===== config.mk =====
export PLATFORM = sky130hd
export DESIGN_NAME = prio_intc
export DESIGN_NICKNAME = d
export VERILOG_FILES = /design/src/rtl/intc_pkg.sv /design/src/rtl/intc_edge_irr.sv /design/src/rtl/intc_resolver.sv /design/src/rtl/prio_intc.sv
export SDC_FILE = /design/constraint.sdc
export NUM_CORES = 1
export LEC_CHECK = 0
export ABC_AREA = 1
export BUFFER_PORTS_ARGS = -buffer_cell sky130_fd_sc_hd__buf_4
export CELL_PAD_IN_SITES_DETAIL_PLACEMENT = 1
export CELL_PAD_IN_SITES_GLOBAL_PLACEMENT = 1
export CORE_ASPECT_RATIO = 0.75
export CORE_MARGIN = 8
export CORE_UTILIZATION = 42
export CTS_CLUSTER_SIZE = 12
export DETAILED_ROUTE_END_ITERATION = 16
export GPL_TIMING_DRIVEN = 0
export PLACE_DENSITY_LB_ADDON = 0.1
export SLEW_MARGIN = 20
export SYNTH_ARGS = -nofsm -noshare
export SYNTH_HDL_FRONTEND = slang
export SYNTH_HIERARCHICAL = 1
export SYNTH_SLANG_ARGS = --single-unit

===== constraint.sdc =====
create_clock -name clk -period 3.8 [get_ports clk]
set_input_delay 0.57 -clock clk [delete_from_list [all_inputs] [get_ports clk]]
set_output_delay 0.57 -clock clk [all_outputs]
set_load 0.05 [all_outputs]

===== src/rtl/intc_pkg.sv =====
package intc_pkg;

    typedef enum logic [2:0] {
        S_UNINIT,
        S_W2,
        S_W3,
        S_W4,
        S_READY
    } init_st_t;

    typedef enum logic {
        A_IDLE,
        A_VEC
    } ack_st_t;

    // service command codes carried in din[7:5]
    localparam logic [2:0] CMD_ROT_OFF  = 3'b000;
    localparam logic [2:0] CMD_EOI_NS   = 3'b001;
    localparam logic [2:0] CMD_EOI_SP   = 3'b011;
    localparam logic [2:0] CMD_ROT_ON   = 3'b100;
    localparam logic [2:0] CMD_ROT_NS   = 3'b101;
    localparam logic [2:0] CMD_SET_LOW  = 3'b110;
    localparam logic [2:0] CMD_ROT_SP   = 3'b111;

endpackage


===== src/rtl/intc_edge_irr.sv =====
module intc_edge_irr #(
    parameter int N = 8
) (
    input  logic         clk,
    input  logic         rst_n,
    input  logic         rearm,
    input  logic [N-1:0] req,
    input  logic [N-1:0] take,
    output logic [N-1:0] irr
);
    logic [N-1:0] prev;

    always_ff @(posedge clk) begin
        if (!rst_n || rearm) begin
            prev <= '1;
            irr  <= '0;
        end else begin
            prev <= req;
            irr  <= (irr & ~take) | (req & ~prev);
        end
    end
endmodule


===== src/rtl/intc_resolver.sv =====
module intc_resolver #(
    parameter int LVL_W = 3,
    localparam int N    = 1 << LVL_W
) (
    input  logic [N-1:0]     vec,
    input  logic [LVL_W-1:0] lowest,
    output logic             hit,
    output logic [LVL_W-1:0] level,
    output logic [LVL_W-1:0] rank
);
    logic [LVL_W-1:0] idx;

    // rank 0 is the level just after the lowest one; scan from the
    // worst rank down so the best hit is assigned last
    always_comb begin
        hit   = 1'b0;
        level = '0;
        rank  = '1;
        idx   = '0;
        for (int k = N - 1; k >= 0; k--) begin
            idx = lowest + LVL_W'(1) + LVL_W'(k);
            if (vec[idx]) begin
                hit   = 1'b1;
                level = idx;
                rank  = LVL_W'(k);
            end
        end
    end
endmodule


===== src/rtl/prio_intc.sv =====
module prio_intc #(
    parameter int LVL_W = 3,
    parameter int DW    = 8,
    localparam int N    = 1 << LVL_W,
    localparam int BW   = DW - LVL_W
) (
    input  logic          clk,
    input  logic          rst_n,
    input  logic          cs_n,
    input  logic          wr_n,
    input  logic          rd_n,
    input  logic          a0,
    input  logic [DW-1:0] din,
    output logic [DW-1:0] dout,
    output logic          dout_en,
    input  logic          ack_n,
    input  logic [N-1:0]  irq_in,
    output logic          irq_out
);
    import intc_pkg::*;

    init_st_t init_st, init_nx;
    ack_st_t  ack_st, ack_nx;

    logic             need_w4, need_w3, aeoi, auto_rot, sel_isr;
    logic [BW-1:0]    base;
    logic [N-1:0]     mask, isr, isr_nx, irr, take;
    logic [LVL_W-1:0] lowest, lowest_nx, vec_lvl;

    logic             req_hit, isr_hit;
    logic [LVL_W-1:0] req_lvl, req_rank, isr_lvl, isr_rank;

    // access decode
    logic wr_ev, rd_ev, ack_ev, start_wr, ready, cmd_wr, sel_wr;
    logic first_ack, second_ack;
    logic [LVL_W-1:0] cmd_lvl;

    assign wr_ev      = !cs_n && !wr_n;
    assign rd_ev      = !cs_n && !rd_n;
    assign ack_ev     = !ack_n;
    assign start_wr   = wr_ev && !a0 && din[4];
    assign ready      = (init_st == S_READY);
    assign cmd_wr     = ready && wr_ev && !a0 && !din[4] && !din[3];
    assign sel_wr     = ready && wr_ev && !a0 && !din[4] && din[3];
    assign first_ack  = ack_ev && (ack_st == A_IDLE);
    assign second_ack = ack_ev && (ack_st == A_VEC);
    assign cmd_lvl    = din[LVL_W-1:0];

    intc_edge_irr #(.N(N)) u_edge (
        .clk   (clk),
        .rst_n (rst_n),
        .rearm (start_wr),
        .req   (irq_in),
        .take  (take),
        .irr   (irr)
    );

    intc_resolver #(.LVL_W(LVL_W)) u_req_rank (
        .vec    (irr & ~mask),
        .lowest (lowest),
        .hit    (req_hit),
        .level  (req_lvl),
        .rank   (req_rank)
    );

    intc_resolver #(.LVL_W(LVL_W)) u_isr_rank (
        .vec    (isr),
        .lowest (lowest),
        .hit    (isr_hit),
        .level  (isr_lvl),
        .rank   (isr_rank)
    );

    // state register
    always_ff @(posedge clk) begin
        if (!rst_n) begin
            init_st <= S_UNINIT;
            ack_st  <= A_IDLE;
        end else begin
            init_st <= init_nx;
            ack_st  <= ack_nx;
        end
    end

    // next state
    always_comb begin
        init_nx = init_st;
        if (start_wr) begin
            init_nx = S_W2;
        end else if (wr_ev && a0) begin
            unique case (init_st)
                S_UNINIT: init_nx = S_UNINIT;
                S_W2:     init_nx = need_w3 ? S_W3 : (need_w4 ? S_W4 : S_READY);
                S_W3:     init_nx = need_w4 ? S_W4 : S_READY;
                S_W4:     init_nx = S_READY;
                S_READY:  init_nx = S_READY;
                default:  init_nx = S_UNINIT;
            endcase
        end

        ack_nx = ack_st;
        if (start_wr) begin
            ack_nx = A_IDLE;
        end else if (ack_ev) begin
            unique case (ack_st)
                A_IDLE:  ack_nx = A_VEC;
                A_VEC:   ack_nx = A_IDLE;
                default: ack_nx = A_IDLE;
            endcase
        end
    end

    // in-service and priority update
    always_comb begin
        isr_nx    = isr;
        lowest_nx = lowest;
        take      = '0;
        if (first_ack && req_hit) begin
            isr_nx[req_lvl] = 1'b1;
            take[req_lvl]   = 1'b1;
        end
        if (second_ack && aeoi) begin
            isr_nx[vec_lvl] = 1'b0;
            if (auto_rot) lowest_nx = vec_lvl;
        end
        if (cmd_wr) begin
            unique case (din[7:5])
                CMD_EOI_NS: if (isr_hit) isr_nx[isr_lvl] = 1'b0;
                CMD_EOI_SP: isr_nx[cmd_lvl] = 1'b0;
                CMD_ROT_NS: if (isr_hit) begin
                    isr_nx[isr_lvl] = 1'b0;
                    lowest_nx       = isr_lvl;
                end
                CMD_ROT_SP: begin
                    isr_nx[cmd_lvl] = 1'b0;
                    lowest_nx       = cmd_lvl;
                end
                CMD_SET_LOW: lowest_nx = cmd_lvl;
                default: ;
            endcase
        end
        if (start_wr) begin
            isr_nx    = '0;
            lowest_nx = '1;
        end
    end

    // configuration and data registers
    always_ff @(posedge clk) begin
        if (!rst_n) begin
            need_w4  <= 1'b0;
            need_w3  <= 1'b0;
            aeoi     <= 1'b0;
            auto_rot <= 1'b0;
            sel_isr  <= 1'b0;
            base     <= '0;
            mask     <= '0;
            isr      <= '0;
            lowest   <= '1;
            vec_lvl  <= '1;
        end else begin
            isr    <= isr_nx;
            lowest <= lowest_nx;
            if (first_ack) vec_lvl <= req_hit ? req_lvl : '1;
            if (start_wr) begin
                need_w4  <= din[0];
                need_w3  <= !din[1];
                aeoi     <= 1'b0;
                auto_rot <= 1'b0;
                sel_isr  <= 1'b0;
                mask     <= '0;
            end else begin
                if (wr_ev && a0) begin
                    unique case (init_st)
                        S_W2:    base <= din[DW-1:LVL_W];
                        S_W4:    aeoi <= din[1];
                        S_READY: mask <= din[N-1:0];
                        default: ;
                    endcase
                end
                if (cmd_wr && din[7:5] == CMD_ROT_ON)  auto_rot <= 1'b1;
                if (cmd_wr && din[7:5] == CMD_ROT_OFF) auto_rot <= 1'b0;
                if (sel_wr && din[1]) sel_isr <= din[0];
            end
        end
    end

    // outputs
    always_comb begin
        irq_out = ready && req_hit && (!isr_hit || (req_rank < isr_rank));
        dout    = '0;
        dout_en = 1'b0;
        if (second_ack) begin
            dout    = {base, vec_lvl};
            dout_en = 1'b1;
        end else if (rd_ev) begin
            dout_en = 1'b1;
            if (a0)           dout = DW'(mask);
            else if (sel_isr) dout = DW'(isr);
            else              dout = DW'(irr);
        end
    end
endmodule


# Yosys cells after proc, flatten, opt, wreduce, memory -nomap -nowiden
# Cells that the tools add are included.
[totals]
ff_bits = 52
out_inout_bits = 10
[classes]
n_addsub = 8
magnitude_cmp = 17
n_eq_ne = 10
mux = 110
bitwise = 17
n_reduce_logical = 46
[ops]
columns = ["operator", "n"]
rows = [
  ["2-to-1 mux 3 bit", 31],
  ["2-to-1 mux 8 bit", 9],
  ["AND 8 bit", 6],
  ["binary-select mux 1 bit (select 3 bit)", 16],
  ["< comparator 3 x 4 -> 1 bit (second input constant)", 12],
  ["inverter 8 bit", 6],
  ["2-to-1 mux 1 bit", 42],
  ["logical AND 1 bit", 23],
  ["bitwise OR 8 bit", 2],
  ["one-hot mux 8 bit (2 select lines)", 1],
  ["equality test 3 bit (second input constant)", 5],
  ["adder 3 bit (second input constant)", 4],
  ["demux 1 bit (select 3 bit)", 4],
  ["greater-or-equal comparator 3 x 1 -> 1 bit (second input constant)", 4],
  ["logical NOT 1 bit", 10],
  ["OR reduction 2 bit", 5],
  ["equality test 3 x 2 -> 1 bit (second input constant)", 3],
  ["one-hot mux 3 bit (3 select lines)", 1],
  ["2-to-1 mux 2 bit", 4],
  ["adder 3 x 1 -> 3 bit (second input constant)", 2],
  ["adder 3 x 2 -> 3 bit (second input constant)", 2],
  ["equality test 3 x 1 -> 1 bit (second input constant)", 2],
  ["one-hot mux 3 bit (2 select lines)", 1],
  ["AND reduction 2 bit", 2],
  ["8 further kinds", 11],
]

# Longest topological paths before layout
[depth]
ltp_word = 24
depth_mapped = 25
depth_no_buf = 24

# Hierarchy
# The synthesis kept the hierarchy.
[by_module_without_submodules]
columns = ["mod", "n_inst", "cells_each", "area_per_inst_um2"]
rows = [
  ["prio_intc", 1, 366, 2402.3],
  ["intc_resolver", 2, 162, 768.2],
  ["intc_edge_irr", 1, 67, 551.8],
]

# Least setup slack after synthesis
# No wires, ideal clock.
[synth_path]
path_type = "register -> output"
from = "reg lowest[0]"
to = "out irq_out"
arrival_time_ns = 3.596
required_ns = 3.230
slack_ns = -0.366
stages_incl_launch_ff = 21
path_buffers = 2
path_cell_list = "dfxtp_1 inv_2 buf_6 ha_1 buf_2 nand2_1 nand2_2 nand2_1 nand2_1 inv_1 nor2_1 nor2_2 inv_2 nor2_2 inv_2 nor3_4 inv_1 ha_1 a21oi_1 a21oi_1 nor3b_1"
[synth_via]
word_cells_on_any_way = 75
cone_classes = "add/sub (8); order compare (1); mux (62); reduce/logical (4)"
[synth_rtl]
columns = ["item", "line_no", "source"]
rows = [
  ["from (decl)", "prio_intc.sv:28", "logic [LVL_W-1:0] lowest, lowest_nx, vec_lvl;"],
  ["from (signal assigned)", "prio_intc.sv:163", "lowest <= lowest_nx;"],
  ["adder 3 x 1 -> 3 bit (*)", "intc_resolver.sv:21", "idx = lowest + LVL_W'(1) + LVL_W'(k);"],
  ["adder 3 x 2 -> 3 bit", "intc_resolver.sv:21", ""],
  ["binary-select mux 1 bit (select 3 bit)", "intc_resolver.sv:22", "if (vec[idx]) begin"],
  ["2-to-1 mux 1 bit (not written as such)", "intc_resolver.sv:22", ""],
  ["2-to-1 mux 3 bit (3 in a row)", "intc_resolver.sv:22", ""],
  ["2-to-1 mux 3 bit (*)", "intc_resolver.sv:22", ""],
  ["net isr_rank[2]", "prio_intc.sv:31", "logic [LVL_W-1:0] req_lvl, req_rank, isr_lvl, isr_rank;"],
  ["< comparator 3 bit (*)", "prio_intc.sv:190", "irq_out = ready && req_hit && (!isr_hit || (req_rank < isr_rank));"],
  ["logical OR 1 bit (*)", "prio_intc.sv:190", ""],
  ["logical AND 1 bit (*)", "prio_intc.sv:190", ""],
  ["to (decl)", "prio_intc.sv:18", "output logic irq_out"],
]
# Mark *: on every way through the listed nets, which the timed path passes. The rest lies on a longest branch. The select of a mux whose other input is x is not followed.

# Final worst setup path
# Ends and elaborated chain as after synthesis.

==> impl_results.md <==
- Status: finished clean
- Detail Placement HPWL: 12900 µm
- FP Rows: 32
- Flop pwr share: 0.368
- VDD IR max: 0.273 mV
- Mean post-synth cell area: 5.93 µm²
- Ratio of cells with drive above 1 in the final layout: 0.246
- Internal: 0.00107 W
- DRC violation count after routing: 0
- Synth top area cells: dfxtp_1 (23%), nand2_1 (20%), inv_1 (7.6%), nand3_1 (6.4%), nor2_1 (5.4%)
- YS warnings: 6
- PwrDens: 291 nW/µm²
- Final nets: 847
- Req. time, crit path: 3.23 ns
- Post-synth top area cell: dfxtp_1
- Worst min-delay path category: primary input to flop
- Final WS setup: 0.0696 ns
- Synth top area share: 0.232
- DP Area: 4890 µm²
- Critical R2R Launch: lowest[0]
- Critical path class: flop to primary output
- Sw power: 0.000509 W
- Post-route ant nets: 0
- Total wire length: 16600 µm
- ANT cells: 0
- Overflow after GRT: 0
- Wirelength per Cell: 17.4 µm
- Critical path origin: lowest[0]
- Netlist cell types: 39
- GRT Overall Usage: 0.227
- Critical Path End Type: primary output
- Vias in the first global route: 5242
- Largest net degree at the start of global routing: 16
- Worst hold slack: 0.460 ns
- Antenna violations before repair: 0
- Final setup violating endpoints: 0
- Total CTS buffers: 5
- Mapped Cells: 757
- Hold Crit Start: irq_in[6]
- Clock Power Share: 0.377
- Fin area: 5430 µm²
- Hold buffer count at CTS: 0
- Initial Util: 0.435
- FMAX: 0.268 GHz
- Chip Height: 106 µm
- Root Buffer: clkbuf_16
- Seq cells post-synth: 52
- CP Launch Type: flop
- Vias: 5152
- Layout area overhead: 20.9%
- Post-synth EDFFs: 0
- Rel. slew slack: 0.650
- Clk_skew: 0.0112 ns
- Cell Count, Final, Fillers Out: 954
- Sink Count: 52
- Synthesized area: 4490 µm²
- Post-synthesis sequential area ratio: 0.232
- Crit share post-route: 0.982
- Final Wtd Congestion: 0.919
- CTS tree: done
- Global-route wire length before repair: 26400 µm
- CP Max Fanout: 8
- Clock transition at path regs: 0.08 ns
- Combinational power share: 0.255
- Synth async-reset ratio: 0
- Pre-CTS setup slack: -0.0776 ns
- Prevailing post-synth register cell: dfxtp_1
- RSZ-0062 raised after global routing: yes
- DRT iter0 DRCs: 403
- CTS Buffer Depth: 2
- Ports: 33
- Fin util: 0.526
- Mapped Nets: 786
- LEAKAGE: 2.71 nW
- Overall die area: 14300 µm²
- CTS H-tree depth: 2
- Critical path arrival: 3.16 ns
- Latest clock arrival within the worst-skew pair: 0.30 ns
- Die width: 135 µm
- Core area: 10300 µm²
- Fin. Hold Viols: 0
- Max_cap viols: 0
- Dpl cells: 923
- IO Port Bufs: 30
- Number of vias per cell: 5.40
- Min Tclk post-route: 3.73 ns
- Max-slew violation count: 0
- Pre-Repair DR Iteration Count: 4
- Sw Ratio: 0.322
- Worst-margin pin slew: 0.521 ns
-- critical path: stages, from the launching register on --
cell,delay (ns)
dfxtp_4,0.42
inv_4,0.06
buf_8,0.13
ha_4,0.29
buf_8,0.14
buf_4,0.12
nand3_1,0.17
nand3_2,0.15
nand2_2,0.10
nor2_2,0.12
inv_2,0.06
nor3_4,0.19
inv_2,0.08
ha_4,0.24
a21oi_2,0.12
a21oi_1,0.08
nor3b_2,0.18
buf_6,0.18
-- synth_stat cells (4+ instances only) --
cell type  number
nand2_1       239
o21ai_2         7
nand2_4        10
buf_2           6
nor2_2         10
dfxtp_1        52
o21ai_0        38
nand4_1         4
o31ai_1         7
nand2_2        26
nor3_1         21
nor2_1         65
a211oi_1        7
nor2_4          9
ha_1            6
nand3_1        57
a21oi_1        47
inv_2          13
or2_2           6
inv_1          91
buf_6           5
-- power groups by stage --
stage | registers [W] | clock network, W | logic [W]
6_report | 0.000581 | 0.000596 | 0.000403
5_1_grt | 0.000583 | 0.000620 | 0.000444
4_1_cts | 0.000580 | 0.000593 | 0.000380
3_5_place_dp | 0.000594 | 0 | 0.000375
3_3_place_gp | 0.000593 | 0 | 0.000360
2_1_floorplan | 0.000587 | 0 | 0.000264
-- metal layers --
metal	GRT usage	routed length [µm]	up-vias	part of all wire
li1	-	-	2529	-
met1	0.312	8010	2514	0.48
met2	0.379	7860	97	0.47
met3	0.0289	673	12	0.040
met4	0.0277	91	0	0.0055
met5	0	0	-	0
-- cell usage in the layout (no fill, tap or decap), types with 4 or more instances in the layout --
cell type	synthesis	layout
nand2_1	239	224
nand3_1	57	55
nor2_1	65	65
o21ai_0	38	38
inv_2	13	19
buf_4	3	56
o21ai_2	7	7
buf_2	6	4
buf_6	5	6
inv_4	1	4
clkbuf_16	0	5
or2_2	6	6
a21oi_1	47	46
nor2_4	9	9
nor2_2	10	10
nand2_4	10	18
nand4_1	4	4
a211oi_1	7	7
inv_1	91	82
dfxtp_1	52	49
nand2_2	26	33
o31ai_1	7	7
nor3_1	21	20
-- flip-flops by register name, indices dropped and copies added (netlist names) --
name         cells
u_edge/irr       8
lowest           3
ack_st           1
isr              8
vec_lvl          3
sel_isr          1
mask             8
need_w3          1
base             5
need_w4          1
aeoi             1
u_edge/prev      8
init_st          3
auto_rot         1
-- through the flow --
step	total power (W)	TNS (ns)
finish	0.00158	0
CTS	0.00155	0
floorplan	0.000851	0
global route	0.00165	-0.0841
detailed placement	0.000969	-0.0776
global placement	0.000953	-0.00707
-- repair_timing --
item                                    4_1_cts  5_1_grt
endpoints found under the setup margin        1        1
pin swaps                                     4       17
resized for setup                            12       42
buffers inserted                              4       20
gates cloned                                  0        0
-- worst paths after layout --
check | to | slack [ns] | cells past startpoint
worst max-delay path | irq_out | 0.07 | 17
worst max register to register | isr[5] | 0.61 | 22
worst min-delay path | u_edge/prev[6] | 0.46 | 2
worst min register to register | auto_rot | 0.46 | 2
-- area by class of cell --
type	instances	area [µm²]
multi-input cells	582	3050
plain buffers	17	151
well taps	136	170
repair buffers	54	409
flip-flops and latches	52	1050
fillers	1450	4900
clock buffers	5	125
clock inverters	2	60.1
inverters	106	413
-- kinds of logic after synthesis --
| logic type | count (synthesis) | synth area share |
|---|---|---|
| AOI/OAI and AO/OA | 117 | 0.149 |
| adders and majority gates | 6 | 0.0167 |
| buffers and inverters | 123 | 0.120 |
| DFF | 52 | 0.232 |
| and+or+nand+nor | 459 | 0.483 |
Power figures use the tool's default switching activity.
